===== src/rtl/udma_rx_pkg.sv =====
package udma_rx_pkg;

  typedef enum logic [1:0] {
    ST_IDLE = 2'd0,
    ST_REQ  = 2'd1,
    ST_XFER = 2'd2,
    ST_DONE = 2'd3
  } rx_state_e;

  // free slots left in a FIFO of the given depth
  function automatic int unsigned free_slots(input int unsigned depth,
                                             input int unsigned level);
    return (level >= depth) ? 0 : depth - level;
  endfunction

  // host may keep sending only while more than margin slots remain
  function automatic logic room_to_run(input int unsigned free,
                                       input int unsigned margin);
    return free > margin;
  endfunction

  // count increment that holds at its ceiling
  function automatic int unsigned sat_inc(input int unsigned val,
                                          input int unsigned maxv);
    return (val >= maxv) ? maxv : val + 1;
  endfunction

endpackage


===== src/rtl/udma_strobe_sync.sv =====
module udma_strobe_sync #(
  parameter int DW     = 16,
  parameter int STAGES = 2
) (
  input  logic          clk,
  input  logic          rst_n,
  input  logic          strobe_in,
  input  logic [DW-1:0] data_in,
  output logic          edge_seen,
  output logic [DW-1:0] edge_data
);
  logic [STAGES:0] stb_q;
  logic [DW-1:0]   dat_q [STAGES];

  always_ff @(posedge clk or negedge rst_n) begin
    if (!rst_n) begin
      stb_q[0] <= 1'b0;
      dat_q[0] <= '0;
    end else begin
      stb_q[0] <= strobe_in;
      dat_q[0] <= data_in;
    end
  end

  for (genvar i = 1; i <= STAGES; i++) begin : g_stb
    always_ff @(posedge clk or negedge rst_n) begin
      if (!rst_n) stb_q[i] <= 1'b0;
      else        stb_q[i] <= stb_q[i-1];
    end
  end

  for (genvar j = 1; j < STAGES; j++) begin : g_dat
    always_ff @(posedge clk or negedge rst_n) begin
      if (!rst_n) dat_q[j] <= '0;
      else        dat_q[j] <= dat_q[j-1];
    end
  end

  // a change between the last two strobe stages marks either edge
  assign edge_seen = stb_q[STAGES] ^ stb_q[STAGES-1];
  assign edge_data = dat_q[STAGES-1];
endmodule


===== src/rtl/udma_rx_fifo.sv =====
module udma_rx_fifo #(
  parameter int DW    = 16,
  parameter int DEPTH = 8,
  localparam int AW   = (DEPTH > 1) ? $clog2(DEPTH) : 1,
  localparam int LW   = $clog2(DEPTH + 1)
) (
  input  logic          clk,
  input  logic          rst_n,
  input  logic          push,
  input  logic [DW-1:0] push_data,
  input  logic          pop,
  output logic [DW-1:0] head_data,
  output logic          full,
  output logic          empty,
  output logic [LW-1:0] level
);
  logic [DW-1:0] mem [DEPTH];
  logic [AW-1:0] wr_ptr, rd_ptr;
  logic          do_pop;

  function automatic logic [AW-1:0] ptr_step(input logic [AW-1:0] p);
    return (32'(p) == DEPTH - 1) ? '0 : p + 1'b1;
  endfunction

  assign full   = (32'(level) == DEPTH);
  assign empty  = (level == '0);
  assign do_pop = pop && !empty;

  always_ff @(posedge clk) begin
    if (push && !full) mem[wr_ptr] <= push_data;
  end

  always_ff @(posedge clk or negedge rst_n) begin
    if (!rst_n) begin
      wr_ptr <= '0;
      rd_ptr <= '0;
      level  <= '0;
    end else begin
      if (push && !full) wr_ptr <= ptr_step(wr_ptr);
      if (do_pop)        rd_ptr <= ptr_step(rd_ptr);
      case ({push && !full, do_pop})
        2'b10:   level <= level + 1'b1;
        2'b01:   level <= level - 1'b1;
        default: level <= level;
      endcase
    end
  end

  assign head_data = mem[rd_ptr];
endmodule


===== src/rtl/udma_rx_ctrl.sv =====
module udma_rx_ctrl
  import udma_rx_pkg::*;
#(
  parameter int DEPTH      = 8,
  parameter int PAUSE_FREE = 4,
  parameter int CNT_W      = 16,
  localparam int LW        = $clog2(DEPTH + 1)
) (
  input  logic             clk,
  input  logic             rst_n,
  input  logic             start,
  input  logic             ack_n,
  input  logic             stop,
  input  logic             edge_seen,
  input  logic             fifo_full,
  input  logic [LW-1:0]    fifo_level,
  output logic             push,
  output logic             start_accept,
  output logic             dma_req,
  output logic             ready_n,
  output logic             done,
  output logic [CNT_W-1:0] count,
  output logic             overflow
);
  localparam int unsigned CNT_MAX = (1 << CNT_W) - 1;

  rx_state_e state, state_nx;
  logic      capture_en, drop;

  always_comb begin
    state_nx = state;
    case (state)
      ST_IDLE: if (start)  state_nx = ST_REQ;
      ST_REQ:  if (!ack_n) state_nx = ST_XFER;
      ST_XFER: if (stop)   state_nx = ST_DONE;
      default:             state_nx = ST_IDLE;
    endcase
  end

  assign start_accept = (state == ST_IDLE) && start;
  assign capture_en   = (state == ST_XFER) && !ack_n && !stop;
  assign push         = capture_en && edge_seen && !fifo_full;
  assign drop         = capture_en && edge_seen && fifo_full;

  always_ff @(posedge clk or negedge rst_n) begin
    if (!rst_n) begin
      state    <= ST_IDLE;
      count    <= '0;
      overflow <= 1'b0;
    end else begin
      state <= state_nx;
      if (start_accept) begin
        count    <= '0;
        overflow <= 1'b0;
      end else begin
        if (push) count <= CNT_W'(sat_inc(32'(count), CNT_MAX));
        if (drop) overflow <= 1'b1;
      end
    end
  end

  assign dma_req = (state == ST_REQ) || (state == ST_XFER);
  assign done    = (state == ST_DONE);
  assign ready_n = !((state == ST_XFER) && !ack_n &&
                     room_to_run(free_slots(DEPTH, 32'(fifo_level)), PAUSE_FREE));
endmodule


===== src/rtl/udma_wr_rx.sv =====
module udma_wr_rx #(
  parameter int DW          = 16,
  parameter int DEPTH       = 8,
  parameter int PAUSE_FREE  = 4,
  parameter int CNT_W       = 16,
  parameter int SYNC_STAGES = 2
) (
  input  logic             clk,
  input  logic             rst_n,
  input  logic             burst_start,
  input  logic             host_ack_n,
  input  logic             host_stop,
  input  logic             host_strobe,
  input  logic [DW-1:0]    host_data,
  output logic             dma_req,
  output logic             dev_ready_n,
  input  logic             rx_pop,
  output logic             rx_valid,
  output logic [DW-1:0]    rx_data,
  output logic             burst_done,
  output logic [CNT_W-1:0] rx_count,
  output logic             rx_overflow
);
  localparam int LW = $clog2(DEPTH + 1);

  logic          edge_seen;
  logic [DW-1:0] edge_data;
  logic          push_fire;
  logic          start_accept;
  logic          fifo_full, fifo_empty;
  logic [LW-1:0] fifo_level;

  udma_strobe_sync #(.DW(DW), .STAGES(SYNC_STAGES)) u_sync (
    .clk       (clk),
    .rst_n     (rst_n),
    .strobe_in (host_strobe),
    .data_in   (host_data),
    .edge_seen (edge_seen),
    .edge_data (edge_data)
  );

  udma_rx_ctrl #(.DEPTH(DEPTH), .PAUSE_FREE(PAUSE_FREE), .CNT_W(CNT_W)) u_ctrl (
    .clk          (clk),
    .rst_n        (rst_n),
    .start        (burst_start),
    .ack_n        (host_ack_n),
    .stop         (host_stop),
    .edge_seen    (edge_seen),
    .fifo_full    (fifo_full),
    .fifo_level   (fifo_level),
    .push         (push_fire),
    .start_accept (start_accept),
    .dma_req      (dma_req),
    .ready_n      (dev_ready_n),
    .done         (burst_done),
    .count        (rx_count),
    .overflow     (rx_overflow)
  );

  udma_rx_fifo #(.DW(DW), .DEPTH(DEPTH)) u_fifo (
    .clk       (clk),
    .rst_n     (rst_n),
    .push      (push_fire),
    .push_data (edge_data),
    .pop       (rx_pop),
    .head_data (rx_data),
    .full      (fifo_full),
    .empty     (fifo_empty),
    .level     (fifo_level)
  );

  assign rx_valid = !fifo_empty;
endmodule


===== config.mk =====
export PLATFORM = sky130hd
export DESIGN_NAME = udma_wr_rx
export DESIGN_NICKNAME = d
export VERILOG_FILES = /design/src/rtl/udma_rx_pkg.sv /design/src/rtl/udma_strobe_sync.sv /design/src/rtl/udma_rx_fifo.sv /design/src/rtl/udma_rx_ctrl.sv /design/src/rtl/udma_wr_rx.sv
export SDC_FILE = /design/constraint.sdc
export NUM_CORES = 1
export LEC_CHECK = 0
export BUFFER_PORTS_ARGS = -buffer_cell sky130_fd_sc_hd__buf_2
export CORE_ASPECT_RATIO = 0.6
export CORE_MARGIN = 5
export CORE_UTILIZATION = 40
export CTS_BUF_LIST = sky130_fd_sc_hd__clkbuf_8
export CTS_CLUSTER_SIZE = 20
export DETAILED_ROUTE_END_ITERATION = 10
export PLACE_DENSITY = 0.58
export SETUP_SLACK_MARGIN = 0.1
export SYNTH_ARGS = -nofsm -noshare
export SYNTH_HDL_FRONTEND = slang
export SYNTH_SLANG_ARGS = --single-unit

===== constraint.sdc =====
create_clock -name clk -period 7.95 [get_ports clk]
set_input_delay 1.59 -clock clk [delete_from_list [all_inputs] [get_ports clk]]
set_output_delay 1.59 -clock clk [all_outputs]
set_load 0.05 [all_outputs]

==> results of run 1 <==
[cells by family after synthesis]
group	count (synthesis)	share of synthesized area
flops	192	0.724
simple gates	88	0.0647
mux	51	0.124
compound gates	42	0.0399
buf+inv	33	0.0181
fa+ha+maj	13	0.0216
xor+xnor	6	0.00699
[registers in the layout (all words and copies together) (netlist names)]
name / count
u_fifo.level: 4
u_sync.dat_q: 16
u_ctrl.state: 2
u_ctrl.overflow: 1
u_fifo.rd_ptr: 3
u_fifo.wr_ptr: 3
u_sync.edge_data: 16
u_fifo.mem: 128
u_sync.stb_q: 3
u_ctrl.count: 16
[power by group]
part / switching, mW / internal, mW / total, mW
clock network: 0.350 / 0.229 / 0.579
logic: 0.516 / 0.340 / 0.856
registers: 0.130 / 1.12 / 1.25
total: 0.996 / 1.69 / 2.69
[layout make-up]
type / count / share of cell area
clock inverters: 14 / 0.0127
clock buffers: 18 / 0.0291
inverters: 15 / 0.00662
repair buffers: 66 / 0.0409
multi-input cells: 200 / 0.234
flip-flops and latches: 192 / 0.641
well taps: 240 / 0.0353
[final timing paths]
path / from / end / slack [ps]
max in group asynchronous: rst_n / u_fifo.rd_ptr[0]$_DFFE_PN0P_ / 6040
max reg2reg: u_ctrl.state[0]$_DFFE_PN0P_ / u_fifo.level[2]$_DFFE_PN0P_ / 4610
min reg2reg: u_sync.dat_q[16]$_DFF_PN0_ / u_sync.edge_data[0]$_DFF_PN0_ / 350
min: u_sync.dat_q[16]$_DFF_PN0_ / u_sync.edge_data[0]$_DFF_PN0_ / 350
max: u_fifo.rd_ptr[0]$_DFFE_PN0P_ / rx_data[7] / 3860
min in group asynchronous: rst_n / u_ctrl.count[10]$_DFFE_PN0P_ / 1300
[worst max-delay path, stage by stage, from the launching register on]
cell and delay [ps]:
dfrtp_2 350, buf_4 550, mux4_2 610, mux2_2 300, buf_2 220
[layout by cell type (no fill, tap or decap), drive strengths merged, types with 2 or more instances in the layout]
| cell | Yosys | final |
|---|---|---|
| edfxtp | 128 | 128 |
| buf | 7 | 66 |
| dfrtp | 64 | 64 |
| mux4 | 32 | 32 |
| nand2 | 22 | 22 |
| inv | 15 | 21 |
| mux2 | 19 | 19 |
| clkbuf | 11 | 18 |
| ha | 13 | 13 |
| nor3 | 12 | 12 |
| nor2 | 10 | 10 |
| o21ai | 8 | 8 |
| nand3 | 7 | 7 |
| nor4 | 7 | 7 |
| a31oi | 6 | 6 |
| xor2 | 5 | 5 |
| a21oi | 5 | 5 |
| clkinv | 0 | 5 |
| nand2b | 4 | 4 |
| nand4 | 4 | 4 |
| and4 | 4 | 4 |
| nand3b | 3 | 3 |
| or2 | 3 | 3 |
| a311oi | 3 | 3 |
| a211oi | 3 | 3 |
| clkinvlp | 0 | 3 |
| nor3b | 3 | 3 |
| and2 | 3 | 3 |
| and3 | 2 | 2 |
| a221oi | 2 | 2 |
| a41oi | 2 | 2 |
| a21o | 2 | 2 |
| o41ai | 2 | 2 |
| nor2b | 2 | 2 |
| o311a | 2 | 2 |
[per-stage QoR]
| step | std cells | hold slack (ps) | setup slack (ps) | area (sq um) | power [mW] |
|---|---|---|---|---|---|
| 5_1_grt | 745 | 362 | 3660 | 8500 | 2.85 |
| 4_1_cts | 745 | 348 | 3780 | 8500 | 2.73 |
| 3_5_place_dp | 713 | 335 | 3670 | 8150 | 2.15 |
| 2_1_floorplan | 425 | 331 | 3380 | 7520 | 1.94 |
| 3_3_place_gp | 713 | 332 | 3740 | 8150 | 2.13 |
| 6_report | 745 | 349 | 3860 | 8500 | 2.69 |
[layer usage]
metal,vias to the layer above,GRT usage
met5,-,0
met4,0,0.0414
met3,8,0.0424
met2,95,0.208
met1,2036,0.208
li1,1799,-
==> out/results.ini, run 1 <==
[synth]
synth_top_flop_cell = edfxtp_1
yosysSeqAreaShare = 0.724
synth_top_area_share = 0.511
ys_types = 50
ys_ff_latch = 192
yosys_warnings = 0
yosysTopAreaCell = edfxtp_1
synthMostInstantiatedCell = edfxtp_1
yosys-top-cells-count = edfxtp_1, dfrtp_1, mux4_2
synth_area_leaders = edfxtp_1, dfrtp_1, mux4_2
synthArstFlopShare = 0.333
syn_avg_cell_area_sq_um = 17.7
syn_nets = 461
syn_inst = 425
synth-edff-count = 128
netlist_area_sq_um = 7520

[clocking]
clk_latency_ps = 460
cts_sinks = 192
ctsRootBufferMaster = clkbuf_8
h-tree-depth = 4
hold_buffers = 0
clk_path_buf_depth = 2
numCtsBuffers = 17
cts_tree = built
cts_setup_buffers = 0
clk_pin_slew_ps = 100
ctsResizeCount = 0

[power]
p_leak_nw = 3.06
vdd_ir_drop_max_v = 0.000156
power_density_nw_per_um2 = 316

[drt]
route.met3.wl_um = 685
drc = 0
drt-total-wl_um = 14300
routed.top_layer = met4
drt_iter0_drc = 221
met1Wirelength_um = 7050
wl_per_cell_um = 19.2
postRouteAntennaNets = 0
dr.pass1.iters = 4
dr_wl_met2_um = 6490
drt-vias-per-instance = 5.29
via_count = 3938

[placed_design]
numPortBuffers = 59
gp_congestion = 0.870
hpwl_um = 9060

[outcome]
status = completed

[floorplanning]
pin_count = 60
fp.dieH_um = 116
die_area_sq_um = 21700
die_w_um = 187
core_sq_um = 18300
initial_core_util = 0.412
rows = 38

[sta]
setup_viol_count_final = 0
slew_violations = 0
grt_setup_unrepaired = false
hold_viol = 0
fin_skew_ps = 13.0
max_freq_mhz = 245
slew_headroom = 0.318
tns_ps = 0
tightest_slew_ps = 1020
period_minus_slack_ps = 4090
period_share = 0.514

[finish]
layout-drive-gt1-share = 0.325
regArea_sq_um = 5450
syn2layout_area_growth_pct = 13.1
num_antenna_cells = 0
fill_cells = 1591
post-route-util = 0.466
multi_input_area_sq_um = 1990
final_nets = 528

[global_route]
antenna_found_initial = 0
grt_max_degree = 65
grt_pass1_wl_um = 23400
grt_usage = 0.142
grt_pass1_vias = 4074
overflow = 0

[flow_run]
cap_violations = 0

[worst_setup_path]
cp_data_arrival_time_ps = 2500
worstSetupPathType = reg2out
crit_path_max_fanout = 35
reg2reg_depth = 12
required_ps = 6360
start_kind = register
cp-end-kind = primary output

[hold_path]
min_path_cells = 0
min_path_type = reg2reg

No activity file was read; power rests on OpenSTA's default activity.
==> inputs of run 2 (changes only) <==
--- a/config.mk
+++ b/config.mk
@@ -12,7 +12,7 @@
 export CTS_BUF_LIST = sky130_fd_sc_hd__clkbuf_8
 export CTS_CLUSTER_SIZE = 20
 export DETAILED_ROUTE_END_ITERATION = 10
-export PLACE_DENSITY = 0.58
+export PLACE_DENSITY = 0.6
 export SETUP_SLACK_MARGIN = 0.1
 export SYNTH_ARGS = -nofsm -noshare
 export SYNTH_HDL_FRONTEND = slang
==> constraint.sdc (replaced) <==
create_clock -name clk -period 3.6 [get_ports clk]
set_input_delay 0.72 -clock clk [delete_from_list [all_inputs] [get_ports clk]]
set_output_delay 0.72 -clock clk [all_outputs]
set_load 0.05 [all_outputs]
==> out/results.ini, run 2 (synthesis gave the netlist of run 1 again) <==
[clocking]
cts_sinks = 192
cts_tree = built
clk_path_buf_depth = 2
ctsResizeCount = 0
h-tree-depth = 4
clk_pin_slew_ps = 100
numCtsBuffers = 17
clk_latency_ps = 460
ctsRootBufferMaster = clkbuf_8
hold_buffers = 0
cts_setup_buffers = 0

[power]
p_sw_mw = 2.23
switching_share = 0.367
p_total_mw = 6.07
intPower_mw = 3.84
p_seq_frac = 0.450
p_comb_frac = 0.320
power_density_nw_per_um2 = 706
vdd_ir_drop_max_v = 0.000308
clockPowerShare = 0.230
p_leak_nw = 3.13

[worst_setup_path]
crit_family = multiplexers
start_kind = register
critPathBufInv = 2
cp-end-kind = primary output
crit_path_max_fanout = 19
cpMaxStageDelayCell = dfrtp_2
cp_data_arrival_time_ps = 2530
critical_path.cell_chain = buf_4 > mux4_2 > mux2_2 > buf_2
worstSetupPathType = reg2out
required_ps = 2880
slowest_delay_ps = 760

[sta]
setup_viol_count_final = 0
period_minus_slack_ps = 3250
finalWorstSetupSlack_ps = 348
period_share = 0.903
tns_ps = 0
hold_viol = 0
grt_setup_unrepaired = false
whs_ps = 356
tightest_slew_ps = 1190
fin_skew_ps = 13.9
slew_headroom = 0.205
slew_violations = 0
max_freq_mhz = 308

[placed_design]
hpwl_um = 9030
numPortBuffers = 59
dp_slack_ps = 789
gp_congestion = 0.833

[finish]
layout-drive-gt1-share = 0.335
regMostFlops = u_fifo.mem
final_common_cell = edfxtp_1
syn2layout_area_growth_pct = 14.4
layout_common_cells = edfxtp_1, dfrtp_1, buf_2
fill_cells = 1586
num_antenna_cells = 0
largest_reg_flops = 128
final_nets = 536

[global_route]
grt_pass1_wl_um = 23200
overflow = 0
grt_pass1_vias = 4047
grt_max_degree = 47
antenna_found_initial = 0
grt_usage = 0.142

[hold_path]
min_path_type = reg2reg

[floorplanning]
rows = 38
pin_count = 60
fp.dieH_um = 116
die_area_sq_um = 21700
initial_core_util = 0.412
core_sq_um = 18300
die_w_um = 187

[drt]
drt_iter0_drc = 400
dr.pass1.iters = 5
drc = 0
drt-total-wl_um = 14600
postRouteAntennaNets = 0
drt-vias-per-instance = 5.24
via_count = 3943
wl_per_cell_um = 19.3

[outcome]
status = completed

[flow_run]
cap_violations = 0

-- run 2: worst register-to-register path, delay by kind of cell (launching register included) --
family	cells	cell delay [ps]
simple gates	3	480
flops	1	460
compound gates	1	140
fa+ha+maj	3	720
xor+xnor	3	390
buf+inv	2	390
-- run 2: per-layer routing --
layer  track usage  vias to the layer above  wire, um  share of wire
li1              -                     1823         -              -
met1         0.207                     1997      7150           0.49
met2         0.215                      112      6520           0.45
met3        0.0364                       11       750          0.052
met4        0.0369                        0       140         0.0096
met5             0                        -         0              0
-- run 2: per-stage QoR --
step,cell area (sq um),cells,util
finish,8600,753,0.471
global route,8600,753,0.471
CTS,8600,753,0.471
detailed placement,8190,721,0.449
global placement,8190,721,0.449
floorplan,7520,425,-
-- run 2: path summary, 6_finish.rpt --
| check | from | end | slack, ps | cells past startpoint |
|---|---|---|---|---|
| setup / recovery | u_fifo.rd_ptr[0]$_DFFE_PN0P_ | rx_data[15] | 350 | 4 |
| hold reg to reg | u_sync.dat_q[23]$_DFF_PN0_ | u_sync.edge_data[7]$_DFF_PN0_ | 360 | 0 |
| hold / removal | u_sync.dat_q[23]$_DFF_PN0_ | u_sync.edge_data[7]$_DFF_PN0_ | 360 | 0 |
| min in group asynchronous | rst_n | u_ctrl.count[6]$_DFFE_PN0P_ | 490 | 1 |
| setup reg to reg | u_fifo.level[0]$_DFFE_PN0P_ | u_fifo.level[2]$_DFFE_PN0P_ | 920 | 12 |
| max in group asynchronous | rst_n | u_sync.edge_data[3]$_DFF_PN0_ | 2200 | 2 |
-- run 2: power by group through the flow --
stage	combinational [mW]	clock, mW	sequential [mW]
6_report	1.94	1.40	2.73
5_1_grt	2.10	1.55	2.77
4_1_cts	1.97	1.46	2.73
3_5_place_dp	1.96	0	2.78
3_3_place_gp	1.94	0	2.77
2_1_floorplan	1.62	0	2.67
-- run 2: area by class of cell --
class                   count  area, sq um  share of cell area
clock inverters            15          171              0.0199
multi-input cells         200         1980               0.231
flip-flops and latches    192         5450               0.633
well taps                 240          300              0.0349
clock buffers              17          234              0.0272
repair buffers             74          408              0.0474
inverters                  15         56.3             0.00655
